File: src/rtl/sect_guard_pkg.sv
package sect_guard_pkg;

    localparam int ADDR_W     = 23;
    localparam int BIG_W      = 15;
    localparam int BOOT_W     = 12;
    localparam int SUB_W      = BIG_W - BOOT_W;
    localparam int SLOT_W     = ADDR_W - BIG_W;
    localparam int SLOTS      = 1 << SLOT_W;
    localparam int BOOT_END   = 1 << SUB_W;
    localparam int SECT_CNT   = (SLOTS - 2) + 2 * BOOT_END;
    localparam int SECT_W     = $clog2(SECT_CNT);
    localparam int TOP_BASE   = SECT_CNT - BOOT_END;
    localparam int WP_PER_END = 4;
    localparam int BANK_B_SLOT = 32;
    localparam int BANK_C_SLOT = 128;
    localparam int BANK_D_SLOT = 224;
    localparam int PW_W       = 64;

    typedef enum logic [1:0] {
        OP_READ    = 2'd0,
        OP_PROGRAM = 2'd1,
        OP_ERASE   = 2'd2,
        OP_MODIFY  = 2'd3
    } op_e;

    typedef enum logic [1:0] {
        BANK_A = 2'd0,
        BANK_B = 2'd1,
        BANK_C = 2'd2,
        BANK_D = 2'd3
    } bank_e;

    typedef struct packed {
        bank_e             bank;
        logic [SECT_W-1:0] sector;
        logic              boot;
        logic              wp_zone;
    } loc_t;

    typedef struct packed {
        logic by_pin;
        logic by_acc;
        logic by_vec;
        logic by_pw;
    } deny_t;

    function automatic logic is_modify(input op_e op);
        return op != OP_READ;
    endfunction

    function automatic bank_e slot_bank(input logic [SLOT_W-1:0] slot);
        if (slot < SLOT_W'(BANK_B_SLOT))      return BANK_A;
        else if (slot < SLOT_W'(BANK_C_SLOT)) return BANK_B;
        else if (slot < SLOT_W'(BANK_D_SLOT)) return BANK_C;
        else                                  return BANK_D;
    endfunction

endpackage

File: src/rtl/sect_map.sv
module sect_map
    import sect_guard_pkg::*;
(
    input  logic [ADDR_W-1:0] addr_i,
    output loc_t              loc_o
);
    logic [SLOT_W-1:0] slot;
    logic [SUB_W-1:0]  sub;
    logic              at_bottom;
    logic              at_top;

    assign slot      = addr_i[ADDR_W-1:BIG_W];
    assign sub       = addr_i[BIG_W-1:BOOT_W];
    assign at_bottom = (slot == '0);
    assign at_top    = (slot == '1);

    always_comb begin
        loc_o.bank = slot_bank(slot);
        loc_o.boot = at_bottom | at_top;
        if (at_bottom)
            loc_o.sector = SECT_W'(sub);
        else if (at_top)
            loc_o.sector = SECT_W'(TOP_BASE) + SECT_W'(sub);
        else
            loc_o.sector = SECT_W'(slot) + SECT_W'(BOOT_END - 1);
        loc_o.wp_zone = (at_bottom & (sub < SUB_W'(WP_PER_END)))
                      | (at_top & (sub >= SUB_W'(BOOT_END - WP_PER_END)));
    end
endmodule

File: src/rtl/sect_pw_gate.sv
module sect_pw_gate
    import sect_guard_pkg::*;
#(
    parameter int LANE_W = 16
) (
    input  logic            clk,
    input  logic            rst,
    input  logic            mode_i,
    input  logic [PW_W-1:0] stored_i,
    input  logic [PW_W-1:0] try_i,
    input  logic            try_valid_i,
    output logic            lock_o
);
    localparam int LANES = PW_W / LANE_W;

    logic [LANES-1:0] lane_eq;
    logic             all_eq;
    logic             match_q;

    for (genvar g = 0; g < LANES; g++) begin : g_lane
        assign lane_eq[g] = (stored_i[g*LANE_W +: LANE_W] == try_i[g*LANE_W +: LANE_W]);
    end

    assign all_eq = &lane_eq;

    always_ff @(posedge clk) begin
        if (rst)
            match_q <= 1'b0;
        else if (try_valid_i)
            match_q <= all_eq;
    end

    assign lock_o = mode_i & ~match_q;

    // a match only appears after a strobed, fully equal attempt
    a_r7_rise_needs_equal: assert property (@(posedge clk) disable iff (rst)
        $rose(match_q) |-> ($past(try_valid_i) && ($past(try_i) == $past(stored_i))));

    // a held match is only dropped by a strobed mismatching attempt
    a_r7_fall_needs_try: assert property (@(posedge clk) disable iff (rst)
        $fell(match_q) |-> ($past(try_valid_i) && ($past(try_i) != $past(stored_i))));

    // without a strobe the match state holds
    a_r7_hold: assert property (@(posedge clk) disable iff (rst)
        !try_valid_i |=> $stable(match_q));
endmodule

File: src/rtl/sect_protect_eval.sv
module sect_protect_eval
    import sect_guard_pkg::*;
(
    input  op_e               op_i,
    input  loc_t              loc_i,
    input  logic              wp_n_i,
    input  logic              acc_i,
    input  logic [SECT_CNT-1:0] lock_vec_i,
    input  logic              pw_lock_i,
    output logic              protected_o
);
    deny_t deny;

    always_comb begin
        deny.by_pin = ~wp_n_i & loc_i.wp_zone;
        deny.by_acc = ~acc_i;
        deny.by_vec = lock_vec_i[loc_i.sector];
        deny.by_pw  = pw_lock_i;
        protected_o = is_modify(op_i) & (|deny);
    end
endmodule

File: src/rtl/sect_guard.sv
module sect_guard
    import sect_guard_pkg::*;
(
    input  logic                clk,
    input  logic                rst,
    input  logic [ADDR_W-1:0]   addr_i,
    input  logic [1:0]          op_i,
    input  logic                wp_n_i,
    input  logic                acc_i,
    input  logic [SECT_CNT-1:0] lock_vec_i,
    input  logic                pw_mode_i,
    input  logic [PW_W-1:0]     pw_stored_i,
    input  logic [PW_W-1:0]     pw_try_i,
    input  logic                pw_try_valid_i,
    output logic [1:0]          bank_o,
    output logic [SECT_W-1:0]   sector_o,
    output logic                boot_o,
    output logic                protected_o
);
    loc_t loc;
    logic pw_lock;
    op_e  op;

    assign op = op_e'(op_i);

    sect_map u_map (
        .addr_i (addr_i),
        .loc_o  (loc)
    );

    sect_pw_gate #(.LANE_W(16)) u_pw (
        .clk         (clk),
        .rst         (rst),
        .mode_i      (pw_mode_i),
        .stored_i    (pw_stored_i),
        .try_i       (pw_try_i),
        .try_valid_i (pw_try_valid_i),
        .lock_o      (pw_lock)
    );

    sect_protect_eval u_eval (
        .op_i        (op),
        .loc_i       (loc),
        .wp_n_i      (wp_n_i),
        .acc_i       (acc_i),
        .lock_vec_i  (lock_vec_i),
        .pw_lock_i   (pw_lock),
        .protected_o (protected_o)
    );

    assign bank_o   = loc.bank;
    assign sector_o = loc.sector;
    assign boot_o   = loc.boot;

    // sector number stays inside the map
    a_r2_sector_range: assert property (@(posedge clk) disable iff (rst)
        sector_o < SECT_W'(SECT_CNT));

    // small-sector flag agrees with the sector number
    a_r3_boot_ends: assert property (@(posedge clk) disable iff (rst)
        boot_o == ((sector_o < SECT_W'(BOOT_END)) || (sector_o >= SECT_W'(TOP_BASE))));

    // outer banks hold only their own sectors
    a_r1_bank_a_span: assert property (@(posedge clk) disable iff (rst)
        (bank_o == 2'd0) |-> (sector_o < SECT_W'(BOOT_END + BANK_B_SLOT - 1)));
    a_r1_bank_d_span: assert property (@(posedge clk) disable iff (rst)
        (bank_o == 2'd3) |-> (sector_o >= SECT_W'(BANK_D_SLOT + BOOT_END - 1)));

    // a read query is never denied
    a_r8_read_open: assert property (@(posedge clk) disable iff (rst)
        (op_i == 2'd0) |-> !protected_o);

    // acceleration pin low denies every modify
    a_r5_acc_lock: assert property (@(posedge clk) disable iff (rst)
        (!acc_i && op_i != 2'd0) |-> protected_o);

    // outer four boot sectors at each end are guarded by the pin
    a_r4_pin_guard: assert property (@(posedge clk) disable iff (rst)
        (!wp_n_i && op_i != 2'd0 &&
         (sector_o < SECT_W'(WP_PER_END) || sector_o >= SECT_W'(SECT_CNT - WP_PER_END)))
        |-> protected_o);

    // a set lock bit denies a modify on its sector
    a_r6_vec_lock: assert property (@(posedge clk) disable iff (rst)
        (op_i != 2'd0 && lock_vec_i[sector_o]) |-> protected_o);
endmodule

File: config.mk
export PLATFORM = sky130hd
export DESIGN_NAME = sect_guard
export DESIGN_NICKNAME = d
export VERILOG_FILES = /design/src/rtl/sect_guard_pkg.sv /design/src/rtl/sect_map.sv /design/src/rtl/sect_pw_gate.sv /design/src/rtl/sect_protect_eval.sv /design/src/rtl/sect_guard.sv
export SDC_FILE = /design/constraint.sdc
export NUM_CORES = 1
export LEC_CHECK = 0
export ABC_CLOCK_PERIOD_IN_PS = 5070
export CORE_AREA = 2 2 174 176
export DETAILED_ROUTE_END_ITERATION = 16
export DIE_AREA = 0 0 176 178
export PLACE_DENSITY = 0.57
export SLEW_MARGIN = 15
export SYNTH_ARGS = -nofsm -noshare
export SYNTH_HDL_FRONTEND = slang
export SYNTH_SLANG_ARGS = --single-unit
File: constraint.sdc
create_clock -name clk -period 5.07 [get_ports clk]
set_input_delay 1.2675 -clock clk [delete_from_list [all_inputs] [get_ports clk]]
set_output_delay 1.2675 -clock clk [all_outputs]
set_load 0.01 [all_outputs]
# Word level (Yosys, flattened, before mapping)

Cells that the tools add are included.

Add/subtract/negate cells: 2
$lt $le $gt $ge: 6
Equality and inequality tests: 5
Mux-type cells: 7
Bitwise logic cells: 10
Reduce and logical (&&, ||, !) cells: 4

Operator list:

| kind                                                      | number |
|---|---|
| equality test 16 bit                                      | 4 |
| 2-to-1 mux 9 bit                                          | 2 |
| < comparator 8 bit (second input constant)                | 2 |
| < comparator 9 x 10 -> 1 bit (second input constant)      | 1 |
| adder 8 x 3 -> 9 bit (second input constant)              | 1 |
| adder 9 x 3 -> 9 bit (first input constant)               | 1 |
| binary-select mux 1 bit (select 9 bit)                    | 1 |
| equality test 8 bit (second input constant)               | 1 |
| zero test 8 bit                                           | 1 |
| < comparator 8 x 6 -> 1 bit (second input constant)       | 1 |
| bitwise AND 1 bit                                         | 5 |
| 2-to-1 mux 2 bit                                          | 2 |
| AND reduction 4 bit                                       | 1 |
| OR reduction 4 bit                                        | 1 |
| greater-or-equal comparator 3 bit (second input constant) | 1 |
| < comparator 3 bit (second input constant)                | 1 |
| inverter 1 bit                                            | 3 |
| 2-to-1 mux 1 bit                                          | 2 |
| bitwise OR 1 bit                                          | 2 |
| nonzero test 2 bit                                        | 1 |

Flip-flop bits (word level): 1
Output and inout port bits: 13
Word-level logic and storage cells: 35

# Depth between registers and ports, before layout

Depth in word-level cells: 7
Depth in mapped cells: 16

# Modules after synthesis

Synthesis repeated with hierarchy kept, for this count alone.

Cells, all modules: 352
Area total of the unflattened synthesis: 3721.1 um^2

Modules (own cells, without submodules):

| module            | times used | cells each | area an instance (um^2) | sequential area each (um^2) |
|---|---|---|---|---|
| sect_protect_eval | 1          | 197        | 2578.7                  | 0.0 |
| sect_pw_gate      | 1          | 115        | 849.6                   | 20.0 |
| sect_map          | 1          | 40         | 292.8                   | 0.0 |

# Least setup slack after synthesis

Ideal clock, no wire load.

Path type: input-to-output
From: input port addr_i[15]
To: output port protected_o
Arrival: 3.832 ns
Data required time: 3.803 ns
Path slack: -0.029 ns
Cell stages on the path: 16
Path buffers: 3
Cell sequence: inv_1 > ha_1 > or4b_4 > nor2_8 > nor3_4 > nor2_8 > inv_2 > buf_6 > buf_2 > buf_4 > a31oi_1 > o221ai_1 > o21a_1 > a32oi_1 > o2bb2ai_1 > nand4_1

Cells in the longest elaborated chain, start to end: 7
Elaborated cells between the ends (all ways): 13

Ends and longest elaborated chain:

| element                                                            | RTL line                       | text |
|---|---|---|
| start, declared                                                    | sect_guard.sv:6                | `input logic [ADDR_W-1:0] addr_i,` |
| adder 8 x 3 -> 9 bit / equality test 8 bit (equally long branches) | sect_map.sv:25, sect_map.sv:15 |  |
| 2-to-1 mux 9 bit                                                   | sect_map.sv:22                 | `else if (at_top)` |
| 2-to-1 mux 9 bit                                                   | sect_map.sv:20                 | `if (at_bottom)` |
| binary-select mux 1 bit (select 9 bit)                             | sect_protect_eval.sv:17        | `deny.by_vec = lock_vec_i[loc_i.sector];` |
| 2-to-1 mux 1 bit (not written as such)                             | sect_protect_eval.sv:17        |  |
| OR reduction 4 bit *                                               | sect_protect_eval.sv:19        | `protected_o = is_modify(op_i) & (\|deny);` |
| bitwise AND 1 bit *                                                | sect_protect_eval.sv:19        |  |
| end, declared                                                      | sect_guard.sv:18               | `output logic protected_o` |

Mark *: on every way between the ends. The rest lies on a longest branch, timed or not. The select of a mux whose other input is x is not followed.

# Final worst setup path

From: input port addr_i[19]
To: output port protected_o

The elaborated chain is that of the path after synthesis.

==> impl_metrics.json <==
{
  "run_status": "finished with violations",
  "violations": "setup timing",
  "first_pass_iters": 5,
  "finClkSkew_ns": 0,
  "ant_nets": 0,
  "dieWidth_um": 176,
  "ctsHoldBuffers": 0,
  "synth_fp_nets": 1058,
  "regArea_um2": 20.0,
  "clock_power_share": 0,
  "final_area_um2": 10300,
  "finalPower_mw": 1.03,
  "p_sw_frac": 0.417,
  "p_comb_frac": 0.992,
  "cp.required_ns": 3.80,
  "async_flop_share": 0,
  "syn_area_per_cell_um2": 6.31,
  "io-pin-count": 442,
  "p_leak_nw": 3.96,
  "final_common_cell": "clkdlybuf4s50_1",
  "ys_types": 64,
  "path_class": "in -> out",
  "grt_pass1_vias": 7318,
  "yosys.area_share.simple": 0.340,
  "hold_slack_ns": 0.460,
  "setup_viol": 1,
  "grt_antenna_before_repair": 8,
  "vdd_drop_max_mv": 0.0329,
  "fin_cells": 1546,
  "period_share": 1.09,
  "die_area_um2": 31300,
  "hold_violations": 0,
  "post-route-util": 0.350,
  "gp_congestion": 0.906,
  "power.switching_mw": 0.428,
  "period_needed_ns": 5.55,
  "via_count": 7047,
  "drt_wl_total_um": 32800,
  "grt_pass1_wl_um": 45700,
  "post_drt_wl_per_cell_um": 21.2,
  "synth_xor_area_frac": 0.131,
  "regMostFlops": "u_pw.match_q",
  "start_util": 0.134,
  "fmax_mhz": 180,
  "synth_mux_area_frac": 0.0788,
  "p_int_mw": 0.598,
  "syn_inst": 626,
  "drc": 0,
  "fillCellCount": 3122,
  "fin_ws_ns": -0.481,
  "synth_top_family_by_area": "compound AO/OA/AOI/OAI gates",
  "viasPerCell": 4.56,
  "grt_max_degree": 36,
  "multi_input_area_um2": 4020,
  "ys.flop_type": "dfxtp_1",
  "power_frac_seq": 0.008,
  "synth_fa_ha_area_frac": 0.00950,
  "placed_cells": 1515,
  "final_cell_mix": "clkdlybuf4s50_1 (418), buf_4 (124), nand2_1 (117)",
  "worstMarginPinSlew_ns": 0.637,
  "min_path_type": "reg -> reg",
  "port_buffers": 429,
  "cp-start-kind": "input port",
  "hpwl_um": 28600,
  "synth_edf_count": 0,
  "reg_top3": "u_pw.match_q (1)",
  "synth-seq-cells": 1,
  "cap_violations": 0,
  "ys_seq_area_frac": 0.00506,
  "syn-cell-area_um2": 3950,
  "track_usage": 0.195,
  "max_slew_margin": 0.571,
  "yosysWarnings": 0,
  "grt-ovfl-total": 0,
  "die_y_um": 178,
  "critPathMaxFanout": 5,
  "rsz0062_at_grt": "true",
  "fin_nets": 1584,
  "cp.arrival_ns": 4.28,
  "clk_pin_slew_ns": 0,
  "syn_to_final_growth_pct": 160,
  "drt_iter0_drc": 305,
  "largest_reg_flops": 1,
  "rows": 63,
  "core_um2": 29400,
  "synth_compound_area_frac": 0.343,
  "clock_latency_ns": 0,
  "placed_area_um2": 9610,
  "maxSlewViolCount": 0,
  "worstSetupEndpointType": "output pin",
  "p_per_area_nw_per_um2": 99.7,
  "final_layout_size_suffix_gt1_frac": 0.203
}
==> final cells by class <==
type	count	share of cell area
repair buffers	577	0.548
diodes	6	0.00146
flip-flops and latches	1	0.00195
multi-input cells	547	0.390
well taps	390	0.0474
inverters	25	0.0105
==> synthesized netlist by cell type, types with 4 or more instances <==
library cell  number  share of area
a221oi_1           6          0.013
a21oi_1           28          0.035
a2111oi_0          9          0.020
inv_1             23          0.022
a31oi_1           16          0.025
xnor2_1           53           0.12
a311oi_1          15          0.033
nor4_1            10          0.016
buf_6              6          0.017
a21o_1             5         0.0095
nor2_1            12          0.011
mux2_2             7          0.020
nand4_1           23          0.036
clkbuf_1          25          0.024
xor2_1             6          0.013
nand2_1          126           0.12
o21ai_0           20          0.025
nor3_1            11          0.014
mux2i_1           21          0.053
a211oi_1          42          0.080
and3_1            43          0.068
o211ai_1           6          0.011
a221o_1            4          0.010
buf_2             16          0.020
nand3_1           25          0.032
o22ai_1            8          0.013
==> path summary, 6_finish.rpt <==
kind / cells past startpoint / start / slack, ns / endpoint
min: 2 / u_pw.match_q / 0.46 / u_pw.match_q
max reg2reg: 2 / u_pw.match_q / 4.53 / u_pw.match_q
min reg2reg: 2 / u_pw.match_q / 0.46 / u_pw.match_q
max: 17 / addr_i[19] / -0.48 / protected_o
==> worst max-delay path, stage by stage <==
cell	delay, ns
dlygate4sd2_1	0.30
nor3_2	0.18
buf_4	0.14
a21oi_1	0.10
a211oi_4	0.38
clkinvlp_4	0.23
buf_4	0.19
buf_4	0.15
nand2_2	0.11
buf_4	0.17
buf_4	0.11
a311oi_1	0.03
nor4_1	0.33
a21oi_2	0.09
o2bb2ai_2	0.19
nand4_1	0.14
buf_4	0.18
==> power by group through the flow <==
stage	Combinational, mW	Clock [mW]	Sequential (mW)
after floorplan	0.314	0	0.00803
after global placement	0.925	0	0.00803
after detailed placement	0.925	0	0.00803
after CTS	0.996	0	0.00803
after global routing	1.09	0.0000000532	0.00803
final	1.02	0.000000648	0.00803
==> layer usage <==
layer	global-route usage	vias to the layer above	share of wire
met1	0.228	3236	0.39
met3	0.0392	30	0.075
met5	0	-	0.00037
met4	0.0358	2	0.018
li1	-	3430	-
met2	0.370	349	0.51
==> repair_timing <==
item                                    in CTS  in global routing
setup buffers                               20                  5
pin swaps                                   19                 24
gates resized for setup                     96                 32
endpoints found under the setup margin       4                  1
==> cells by family after synthesis <==
family                   count (synthesis)
flip-flops                               1
buffers and inverters                   78
AO/OA/AOI/OAI                          189
adder cells (fa/ha/maj)                  3
multiplexers                            29
XOR/XNOR                                59
AND/OR/NAND/NOR                        267
==> stage by stage <==
step | setup TNS (ns) | worst slack [ns]
final | -0.481 | -0.481
after global routing | -0.591 | -0.591
after CTS | -0.519 | -0.519
after detailed placement | -1.72 | -1.17
after global placement | -1.77 | -1.25
after floorplan | 0 | 0.00616
No activity file was read; power rests on OpenSTA's default activity.
